## config.mk

```make
export PLATFORM = sky130hd
export DESIGN_NAME = mdma_host_seq
export DESIGN_NICKNAME = d
export VERILOG_FILES = /design/src/rtl/mdma_pkg.sv /design/src/rtl/mdma_tick_cnt.sv /design/src/rtl/mdma_word_ctr.sv /design/src/rtl/mdma_host_seq.sv
export SDC_FILE = /design/constraint.sdc
export NUM_CORES = 1
export LEC_CHECK = 0
export ABC_AREA = 1
export BUFFER_PORTS_ARGS = -buffer_cell sky130_fd_sc_hd__buf_2
export CAP_MARGIN = 20
export CORE_MARGIN = 2
export CORE_UTILIZATION = 55
export DETAILED_ROUTE_END_ITERATION = 8
export PLACE_DENSITY = 0.84
export RECOVER_POWER = 25
export SLEW_MARGIN = 25
export SYNTH_ARGS = -nofsm -noshare
export SYNTH_HDL_FRONTEND = slang
export SYNTH_SLANG_ARGS = --single-unit
```

## constraint.sdc

```tcl
create_clock -name clk -period 4.85 [get_ports clk]
set_input_delay 0.2425 -clock clk [delete_from_list [all_inputs] [get_ports clk]]
set_output_delay 0.2425 -clock clk [all_outputs]
set_load 0.01 [all_outputs]
```

## src/rtl/mdma_pkg.sv

```systemverilog
package mdma_pkg;

    typedef enum logic [2:0] {
        ST_IDLE,
        ST_WAIT_RQ,
        ST_SETUP,
        ST_STROBE,
        ST_RECOVER,
        ST_DONE
    } mdma_state_e;

endpackage

```

## src/rtl/mdma_tick_cnt.sv

```systemverilog
// Saturating up-counter with clear and preset-to-full.
module mdma_tick_cnt #(
    parameter int W = 10
) (
    input  logic         clk,
    input  logic         rst_n,
    input  logic         clr,
    input  logic         preset,
    output logic [W-1:0] cnt
);
    always_ff @(posedge clk or negedge rst_n) begin
        if (!rst_n) begin
            cnt <= '0;
        end else if (preset) begin
            cnt <= '1;
        end else if (clr) begin
            cnt <= '0;
        end else if (cnt != '1) begin
            cnt <= cnt + 1'b1;
        end
    end
endmodule

```

## src/rtl/mdma_word_ctr.sv

```systemverilog
// Remaining-word counter of a transfer.
module mdma_word_ctr #(
    parameter int W = 16
) (
    input  logic         clk,
    input  logic         rst_n,
    input  logic         load,
    input  logic [W-1:0] load_val,
    input  logic         dec,
    output logic [W-1:0] left,
    output logic         is_zero
);
    always_ff @(posedge clk or negedge rst_n) begin
        if (!rst_n) begin
            left <= '0;
        end else if (load) begin
            left <= load_val;
        end else if (dec && (left != '0)) begin
            left <= left - 1'b1;
        end
    end

    assign is_zero = (left == '0);
endmodule

```

## src/rtl/mdma_host_seq.sv

```systemverilog
module mdma_host_seq
    import mdma_pkg::*;
#(
    parameter int DATA_W = 16,
    parameter int CFG_W  = 8,
    parameter int CNT_W  = 16
) (
    input  logic              clk,
    input  logic              rst_n,
    input  logic              cfg_write,
    input  logic [CFG_W-1:0]  cfg_pulse,
    input  logic [CFG_W-1:0]  cfg_cycle,
    input  logic [CFG_W-1:0]  cfg_setup,
    input  logic              xfer_start,
    input  logic [CNT_W-1:0]  xfer_words,
    output logic              xfer_busy,
    output logic              xfer_done,
    input  logic              dmarq,
    output logic              dmack_n,
    output logic              cs0_n,
    output logic              cs1_n,
    output logic              dior_n,
    output logic              diow_n,
    input  logic [DATA_W-1:0] dd_in,
    output logic [DATA_W-1:0] dd_out,
    output logic              dd_oe,
    input  logic              src_valid,
    input  logic [DATA_W-1:0] src_data,
    output logic              src_ready,
    input  logic              snk_ready,
    output logic              snk_valid,
    output logic [DATA_W-1:0] snk_data
);
    // Timer width covers pulse + recovery + setup without saturating early.
    localparam int TW  = CFG_W + 2;
    localparam int PAD = TW - CFG_W;

    mdma_state_e state_q, state_d;

    // Transfer settings captured at arm time.
    logic              dir_q;
    logic [TW-1:0]     pw_eff, set_eff, cyc_eff;
    logic [DATA_W-1:0] wdata_q;
    logic              dev_stop_q;

    logic [TW-1:0]     ph_cnt, cy_cnt;
    logic [CNT_W-1:0]  words_left;
    logic              words_zero;

    logic start_go, stream_ok, strobe_last, setup_ok, cyc_ok;
    logic ph_clr, cy_clr, cy_preset, enter_setup;

    assign start_go    = (state_q == ST_IDLE) && xfer_start;
    assign stream_ok   = dir_q ? src_valid : snk_ready;
    assign strobe_last = (state_q == ST_STROBE) && (ph_cnt >= pw_eff - 1'b1);
    assign setup_ok    = ph_cnt >= set_eff - 1'b1;
    assign cyc_ok      = cy_cnt >= cyc_eff - 1'b1;
    assign ph_clr      = (state_d != state_q);
    assign cy_clr      = (state_q == ST_SETUP) && (state_d == ST_STROBE);
    assign cy_preset   = (state_q == ST_WAIT_RQ) && (state_d == ST_SETUP);
    assign enter_setup = (state_d == ST_SETUP) && (state_q != ST_SETUP);

    // Phase timer: clocks spent in the current state.
    mdma_tick_cnt #(.W(TW)) u_phase (
        .clk    (clk),
        .rst_n  (rst_n),
        .clr    (ph_clr),
        .preset (1'b0),
        .cnt    (ph_cnt)
    );

    // Cycle timer: clocks since the last strobe assertion; full at burst start.
    mdma_tick_cnt #(.W(TW)) u_cycle (
        .clk    (clk),
        .rst_n  (rst_n),
        .clr    (cy_clr),
        .preset (cy_preset),
        .cnt    (cy_cnt)
    );

    mdma_word_ctr #(.W(CNT_W)) u_words (
        .clk      (clk),
        .rst_n    (rst_n),
        .load     (start_go),
        .load_val (xfer_words),
        .dec      (strobe_last),
        .left     (words_left),
        .is_zero  (words_zero)
    );

    // Settings capture, write data latch, device-stop latch.
    always_ff @(posedge clk or negedge rst_n) begin
        if (!rst_n) begin
            dir_q      <= 1'b0;
            pw_eff     <= TW'(1);
            set_eff    <= TW'(1);
            cyc_eff    <= TW'(1);
            wdata_q    <= '0;
            dev_stop_q <= 1'b0;
        end else begin
            if (start_go) begin
                dir_q   <= cfg_write;
                pw_eff  <= (cfg_pulse == '0) ? TW'(1) : {{PAD{1'b0}}, cfg_pulse};
                set_eff <= (cfg_setup == '0) ? TW'(1) : {{PAD{1'b0}}, cfg_setup};
                cyc_eff <= (cfg_cycle == '0) ? TW'(1) : {{PAD{1'b0}}, cfg_cycle};
            end
            if (enter_setup) begin
                wdata_q <= src_data;
            end
            if (state_q == ST_SETUP) begin
                dev_stop_q <= 1'b0;
            end else if ((state_q == ST_STROBE) && !dmarq) begin
                dev_stop_q <= 1'b1;
            end
        end
    end

    // State register.
    always_ff @(posedge clk or negedge rst_n) begin
        if (!rst_n) begin
            state_q <= ST_IDLE;
        end else begin
            state_q <= state_d;
        end
    end

    // Next-state logic.
    always_comb begin
        state_d = state_q;
        unique case (state_q)
            ST_IDLE: begin
                if (xfer_start) begin
                    state_d = (xfer_words == '0) ? ST_DONE : ST_WAIT_RQ;
                end
            end
            ST_WAIT_RQ: begin
                if (dmarq && stream_ok) begin
                    state_d = ST_SETUP;
                end
            end
            ST_SETUP: begin
                if (setup_ok && cyc_ok) begin
                    state_d = ST_STROBE;
                end
            end
            ST_STROBE: begin
                if (strobe_last) begin
                    state_d = ST_RECOVER;
                end
            end
            ST_RECOVER: begin
                if (words_zero) begin
                    state_d = ST_DONE;
                end else if (dev_stop_q || !stream_ok) begin
                    state_d = ST_WAIT_RQ;
                end else begin
                    state_d = ST_SETUP;
                end
            end
            ST_DONE: begin
                state_d = ST_IDLE;
            end
            default: begin
                state_d = ST_IDLE;
            end
        endcase
    end

    // Output decode.
    always_comb begin
        dmack_n   = 1'b1;
        dior_n    = 1'b1;
        diow_n    = 1'b1;
        dd_oe     = 1'b0;
        xfer_busy = 1'b1;
        xfer_done = 1'b0;
        unique case (state_q)
            ST_IDLE: begin
                xfer_busy = 1'b0;
            end
            ST_WAIT_RQ: begin
            end
            ST_SETUP, ST_RECOVER: begin
                dmack_n = 1'b0;
                dd_oe   = dir_q;
            end
            ST_STROBE: begin
                dmack_n = 1'b0;
                dd_oe   = dir_q;
                dior_n  = dir_q;
                diow_n  = !dir_q;
            end
            ST_DONE: begin
                xfer_done = 1'b1;
            end
            default: begin
                xfer_busy = 1'b0;
            end
        endcase
    end

    assign cs0_n     = 1'b1;
    assign cs1_n     = 1'b1;
    assign dd_out    = wdata_q;
    assign src_ready = strobe_last && dir_q;
    assign snk_valid = strobe_last && !dir_q;
    assign snk_data  = dd_in;

endmodule

```

# ---- After elaboration in Yosys (flattened, before gate mapping)
# Index checks and enable logic that the tools add are counted.
dict set report classes {
  n_addsub 6
  magnitude_cmp 3
  n_eq_ne 11
  mux 27
  reduce_logical 28
}
# op count
set op_table {}
lappend op_table {{10-bit 2-to-1 mux} 5}
lappend op_table {{16-bit logical NOT} 2}
lappend op_table {{16-bit 2-to-1 mux} 2}
lappend op_table {{10-bit >= comparator} 3}
lappend op_table {{10-bit by 1-bit subtractor with 10-bit output, second input constant} 3}
lappend op_table {{8-bit logical NOT} 3}
lappend op_table {{8-bit 2-to-1 mux} 3}
lappend op_table {{10-bit by 1-bit adder with 10-bit output, second input constant} 2}
lappend op_table {{10-bit != test, second input constant} 2}
lappend op_table {{3-bit 2-to-1 mux} 6}
lappend op_table {{16-bit nonzero test} 1}
lappend op_table {{16-bit by 1-bit subtractor with 16-bit output, second input constant} 1}
lappend op_table {{3-bit one-hot mux with 5 select lines} 1}
lappend op_table {{3-bit by 2-bit == test with 1-bit output, second input constant} 4}
lappend op_table {{1-bit logical AND} 11}
lappend op_table {{1-bit 2-to-1 mux} 9}
lappend op_table {{3-bit == test, second input constant} 2}
lappend op_table {{2-bit nonzero test} 3}
lappend op_table {{5-bit OR reduction} 1}
lappend op_table {{3-bit by 1-bit == test with 1-bit output, second input constant} 1}
lappend op_table {{1-bit logical NOT} 3}
lappend op_table {{3-bit logical NOT} 1}
lappend op_table {{3-bit by 2-bit != test with 1-bit output, second input constant} 1}
lappend op_table {{3-bit != test} 1}
lappend op_table {{other kinds (4)} 4}
dict set report totals {
  ff_bits 87
  input_bits 79
  out_inout_bits 42
  word_cells 85
}

# ---- Longest topological paths before layout
dict set report logic_depth {
  depth_word 10
  mapped_depth 19
  mapped_depth_nobuf 19
}

# ---- By module
# A second synthesis with hierarchy kept.
dict set report hier_totals {
  cells_unflattened 777
  area_unflattened_um2 5786.8
}
# mod instances cells_per_inst area_per_inst_um2 seq_area_each_um2
set modules_own_cells {}
lappend modules_own_cells {mdma_host_seq 1 446 3303.2 1129.8}
lappend modules_own_cells {mdma_word_ctr 1 181 1337.5 400.4}
lappend modules_own_cells {mdma_tick_cnt 2 75 573.0 250.2}

# ---- Worst setup path before layout
# No wires, ideal clock.
dict set report synth_path {
  path_kind {reg-to-reg}
  start {register pw_eff[2]}
  end {register u_words.left[6]}
  setup_ps 126
  t_arrival_ps 2421
  required_time_ps 4724
  setup_slack_ps 2303
  path_stages_with_launch 17
  n_path_buf 1
  synth_period_minus_slack_ps 2547
  cell_sequence {dfrtp_1 > nor2_1 > nand2_1 > or3_1 > nor3_1 > nand2_1 > ha_1 > a21o_1 > nor2_1 > nand3_1 > nand2_1 > inv_1 > nand2_1 > nand2_1 > buf_2 > nand2_1 > o21ai_0}
}
dict set report synth_via {
  elab_chain_len 5
}
# element line_no
set synth_rtl {}
lappend synth_rtl {{start, declared} mdma_host_seq.sv:42} ;# logic [TW-1:0] pw_eff, set_eff, cyc_eff;
lappend synth_rtl {{start signal, assigned} mdma_host_seq.sv:103} ;# pw_eff <= (cfg_pulse == '0) ? TW'(1) : {{PAD{1'b0}}, cfg_pulse};
lappend synth_rtl {{10-bit by 1-bit subtractor with 10-bit output} mdma_host_seq.sv:55} ;# assign strobe_last = (state_q == ST_STROBE) && (ph_cnt >= pw_eff - 1'b1);
lappend synth_rtl {{10-bit >= comparator} mdma_host_seq.sv:55}
lappend synth_rtl {{1-bit logical AND} mdma_host_seq.sv:55}
lappend synth_rtl {{1-bit logical AND} mdma_word_ctr.sv:18} ;# end else if (dec && (left != '0)) begin
lappend synth_rtl {{2-bit nonzero test (no source line)} -}
lappend synth_rtl {{end signal, assigned} mdma_word_ctr.sv:17} ;# left <= load_val;
lappend synth_rtl {{end signal, assigned} mdma_word_ctr.sv:19} ;# left <= left - 1'b1;
lappend synth_rtl {{end, declared} mdma_word_ctr.sv:10} ;# output logic [W-1:0] left,
# Every way passes these cells.
# A chain may end at the register's enable or synchronous reset.

# ---- Worst setup path after layout
dict set report layout_path {
  start {register pw_eff[2]}
  end {register u_words.left[9]}
}
# Same word-level chain as after synthesis.

==> flow_metrics.env <==
export IMPL_multi_input_comb_area_um2=2785
export IMPL_status="complete, no violations"
export IMPL_synth_cell_types=44
export IMPL_cts_buffers_inserted=9
export IMPL_critical_path_peak_fanout=13
export IMPL_synth_area_um2=5340
export IMPL_layout_filler_cells=834
export IMPL_grt_first_pass_wirelength_um=20180
export IMPL_synth_area_mux_share=0.001874
export IMPL_r2r_start="pw_eff[2]"
export IMPL_clock_sink_count=81
export IMPL_max_slew_margin_rel=0.4687
export IMPL_synthDominantAreaCellType="sky130_fd_sc_hd__dfrtp_1"
export IMPL_synth_xor_area_share=0.05412
export IMPL_synth_top_family_by_area="simple AND/OR/NAND/NOR gates"
export IMPL_cell_repeated_most_along_the_worst_path="sky130_fd_sc_hd__nand3_1"
export IMPL_holdPathEnd="dev_stop_q"
export IMPL_cp_buffers_inverters=0
export IMPL_io_pin_count=121
export IMPL_ys_seq_elements=81
export IMPL_post_route_cells_drive_above_1_share=0.1578
export IMPL_drv_slew=0
export IMPL_synth_edf_count=0
export IMPL_worstSkewPairLatency_ns=0.38
export IMPL_synth_adder_area_share=0.08435
export IMPL_crit_path_end_kind="flip-flop"
export IMPL_unrepaired_setup_endpoints_after_global_routing="no"
export IMPL_postSynthCellCount=720
export IMPL_yosysSeqAreaShare=0.3803
export IMPL_maxClockFrequency_mhz=303.2
export IMPL_first_global_vias=4647
export IMPL_yosys_top_cells_count="215 x sky130_fd_sc_hd__nand2_1, 79 x sky130_fd_sc_hd__inv_1, 78 x sky130_fd_sc_hd__dfrtp_1"
export IMPL_grt_max_degree=82
export IMPL_ff2ff_path_depth=15
export IMPL_critical_path_class="flip-flop to flip-flop"
export IMPL_post_cts_resized_instances=0
export IMPL_worstReg2RegEnd="u_words.left[9]"
export IMPL_async_reset_ff_frac=1.000
export IMPL_clkTransAtPathRegs_ns=0.10
export IMPL_port_buffer_count=86
export IMPL_initial_utilization=0.5725
export IMPL_cp_slowest_cell="sky130_fd_sc_hd__nor2_1"
export IMPL_timing_setup_tns_ns=0
export IMPL_drc=0
export IMPL_synth_compound_area_frac=0.06022
export IMPL_std_cell_rows=35
export IMPL_grt_antenna_before_repair=0
export IMPL_crit_chain="nor2_1 > nand2_1 > or3_1 > nor3_1 > xor2_1 > ha_1 > nand2_1 > nor2_1 > nand3_1 > nand3_1 > nand2_1 > nor2_1 > nand3_1 > nand3_1 > nand3_1"
export IMPL_avgSynthCellArea_um2=7.417
export IMPL_crit_family="simple AND/OR/NAND/NOR gates"
export IMPL_final_seq_area_um2=2031
export IMPL_die_width_um=102.5
export IMPL_postRouteAntennaNets=0
export IMPL_finalClockSkew_ns=0.01652
export IMPL_cts_post_setup_buffers_inserted=0
export IMPL_cp_arrival_ns=3.56
export IMPL_timing_hold_worst_path_depth=2
export IMPL_ys_warnings_count=0
export IMPL_worst_max_slew_pin_slew_ns=0.7940
export IMPL_timing_reg2reg_setup_slack_ns=1.55
export IMPL_pwr_density_cell_nw_per_um2=600.6
export IMPL_post_synth_top_count_cell="sky130_fd_sc_hd__nand2_1"
export IMPL_clockRootBuffer="sky130_fd_sc_hd__clkbuf_8"
export IMPL_cap_violations=0
export IMPL_critPathRequiredTime_ns=5.11
export IMPL_max_vdd_ir_drop_uv=291.1
export IMPL_num_nets_final=902
export IMPL_hp_start="dmarq"
export IMPL_min_period_over_period=0.6800
export IMPL_min_period_ns=3.298
export IMPL_floorplan_die_height_um=102.5
export IMPL_grt_total_usage=0.2414
export IMPL_final_hold_violation_count=0
export IMPL_vias_per_cell=5.274
export IMPL_finalSetupViolations=0
export IMPL_insertedDiodeCount=0
export IMPL_fp_coreArea_um2=9328
export IMPL_detailed_place_hpwl_um=8975
export IMPL_ys_top_cells_by_area="sky130_fd_sc_hd__dfrtp_1 37%, sky130_fd_sc_hd__nand2_1 15%, sky130_fd_sc_hd__ha_1 8.4%, sky130_fd_sc_hd__nand3_1 6.2%, sky130_fd_sc_hd__inv_1 5.6%"
export IMPL_slowest_delay_ns=0.63
export IMPL_die_area_um2=10510
export IMPL_yosys_area_top_type_share=0.3655
export IMPL_synth_top_flop_cell="sky130_fd_sc_hd__dfrtp_1"
export IMPL_power_total_mw=3.558
export IMPL_leakage_nw=3.105
export IMPL_synth_simple_gate_area_share=0.3196
export IMPL_flow_area_growth_from_synthesis_pct=10.92
export IMPL_start_kind="flip-flop"
export IMPL_cts_buffer_depth=2
export IMPL_tritoncts="built"
export IMPL_wirelength_um=11850
export IMPL_routed_wire_length_per_instance_um=12.87
export IMPL_detail_route_iter0_violations=166
export IMPL_hp_class="primary input to flip-flop"
export IMPL_detail_route_first_pass_iterations=4
export IMPL_finalWeightedCongestion=0.8966
export IMPL_grt_overflow_total=0
export IMPL_h_tree_depth=3
export IMPL_number_of_vias_after_detailed_routing=4857
-- routing by layer --
| layer | routed length [um] | vias to the layer above | GRT usage |
|---|---|---|---|
| met2 | 5670 | 156 | 0.3992 |
| met3 | 823 | 29 | 0.05424 |
| met5 | 0 | - | 0 |
| met1 | 5124 | 2249 | 0.3133 |
| li1 | - | 2423 | - |
| met4 | 233 | 0 | 0.08513 |
-- repair_timing --
action / CTS / global route
hold endpoints to repair: 0 / 67
setup endpoints to repair: 0 / 0
hold buffers: 0 / 1
-- cells in the final DEF (no fill, tap or decap), types with 6 or more instances in the layout --
cell / n
sky130_fd_sc_hd__a21oi_1: 12
sky130_fd_sc_hd__ha_1: 36
sky130_fd_sc_hd__inv_1: 79
sky130_fd_sc_hd__nand2_1: 215
sky130_fd_sc_hd__buf_2: 85
sky130_fd_sc_hd__xor2_1: 21
sky130_fd_sc_hd__xnor2_1: 12
sky130_fd_sc_hd__nor3_1: 6
sky130_fd_sc_hd__dfrtp_1: 78
sky130_fd_sc_hd__nor2_1: 71
sky130_fd_sc_hd__clkbuf_8: 9
sky130_fd_sc_hd__nor4_1: 9
sky130_fd_sc_hd__nand4_1: 9
sky130_fd_sc_hd__o21ai_0: 30
sky130_fd_sc_hd__nand3_1: 66
-- metrics by stage --
stage	std cells	setup WS (ns)	hold WS, ns	utilization	area [um^2]
final	921	1.552	0.07822	0.6350	5923
after global routing	921	1.269	0.07478	0.6350	5923
after CTS	920	1.617	0.06621	0.6335	5909
after detailed placement	904	1.637	0.4542	0.6142	5729
after global placement	904	1.853	0.4545	0.6142	5729
after floorplan	721	2.303	-0.05309	-	5344
-- logic make-up (layout without fill, tap and decap cells) --
family,count (synthesis),in the layout
AND/OR/NAND/NOR,395,395
buffers and inverters,116,187
flip-flops,81,81
AO/OA/AOI/OAI,57,57
adder cells (fa/ha/maj),36,36
XOR/XNOR,33,33
other,1,2
multiplexers,1,1
-- state kept, by name, summed over array words and instances, names as in the netlist --
register      cells
cyc_eff           8
u_words.left     16
dev_stop_q        1
pw_eff            8
set_eff           8
dd_out           16
u_cycle.cnt      10
state_q           3
dir_q             1
u_phase.cnt      10
-- worst register-to-register path, stage by stage (launching register included) --
cell and delay [ns]:
sky130_fd_sc_hd__dfrtp_1 0.42, sky130_fd_sc_hd__nor2_1 0.11, sky130_fd_sc_hd__nand2_1 0.09, sky130_fd_sc_hd__or3_1 0.34
sky130_fd_sc_hd__nor3_1 0.31, sky130_fd_sc_hd__xor2_1 0.14, sky130_fd_sc_hd__ha_1 0.31, sky130_fd_sc_hd__nand2_1 0.05
sky130_fd_sc_hd__nor2_1 0.13, sky130_fd_sc_hd__nand3_1 0.11, sky130_fd_sc_hd__nand3_1 0.10, sky130_fd_sc_hd__nand2_1 0.10
sky130_fd_sc_hd__nor2_1 0.63, sky130_fd_sc_hd__nand3_1 0.16, sky130_fd_sc_hd__nand3_1 0.12, sky130_fd_sc_hd__nand3_1 0.08
-- worst max path at each step --
stage	start	endpoint	cells past startpoint
floorplan	pw_eff[2]	u_words.left[6]	16
global placement	pw_eff[2]	u_words.left[9]	15
detailed placement	pw_eff[2]	u_words.left[9]	15
CTS	pw_eff[2]	u_words.left[9]	15
global route	pw_eff[2]	u_words.left[9]	15
finish	pw_eff[2]	u_words.left[9]	15
-- power breakdown --
part	internal (mW)	leakage, nW	total [mW]	switching (mW)
combinational	0.700	2.03	1.87	1.17
sequential	0.975	0.995	1.22	0.247
clock	0.193	0.0850	0.466	0.273
-- cell type report --
type,count,share of cell area
Clock buffer,10,0.02155
Clock inverter,6,0.008872
Inverter,83,0.05260
Multi-Input combinational cell,524,0.4702
Sequential cell,81,0.3428
Tap cell,129,0.02725
Timing Repair Buffer,88,0.07668
Note: power is estimated with default switching activity, not from simulation.
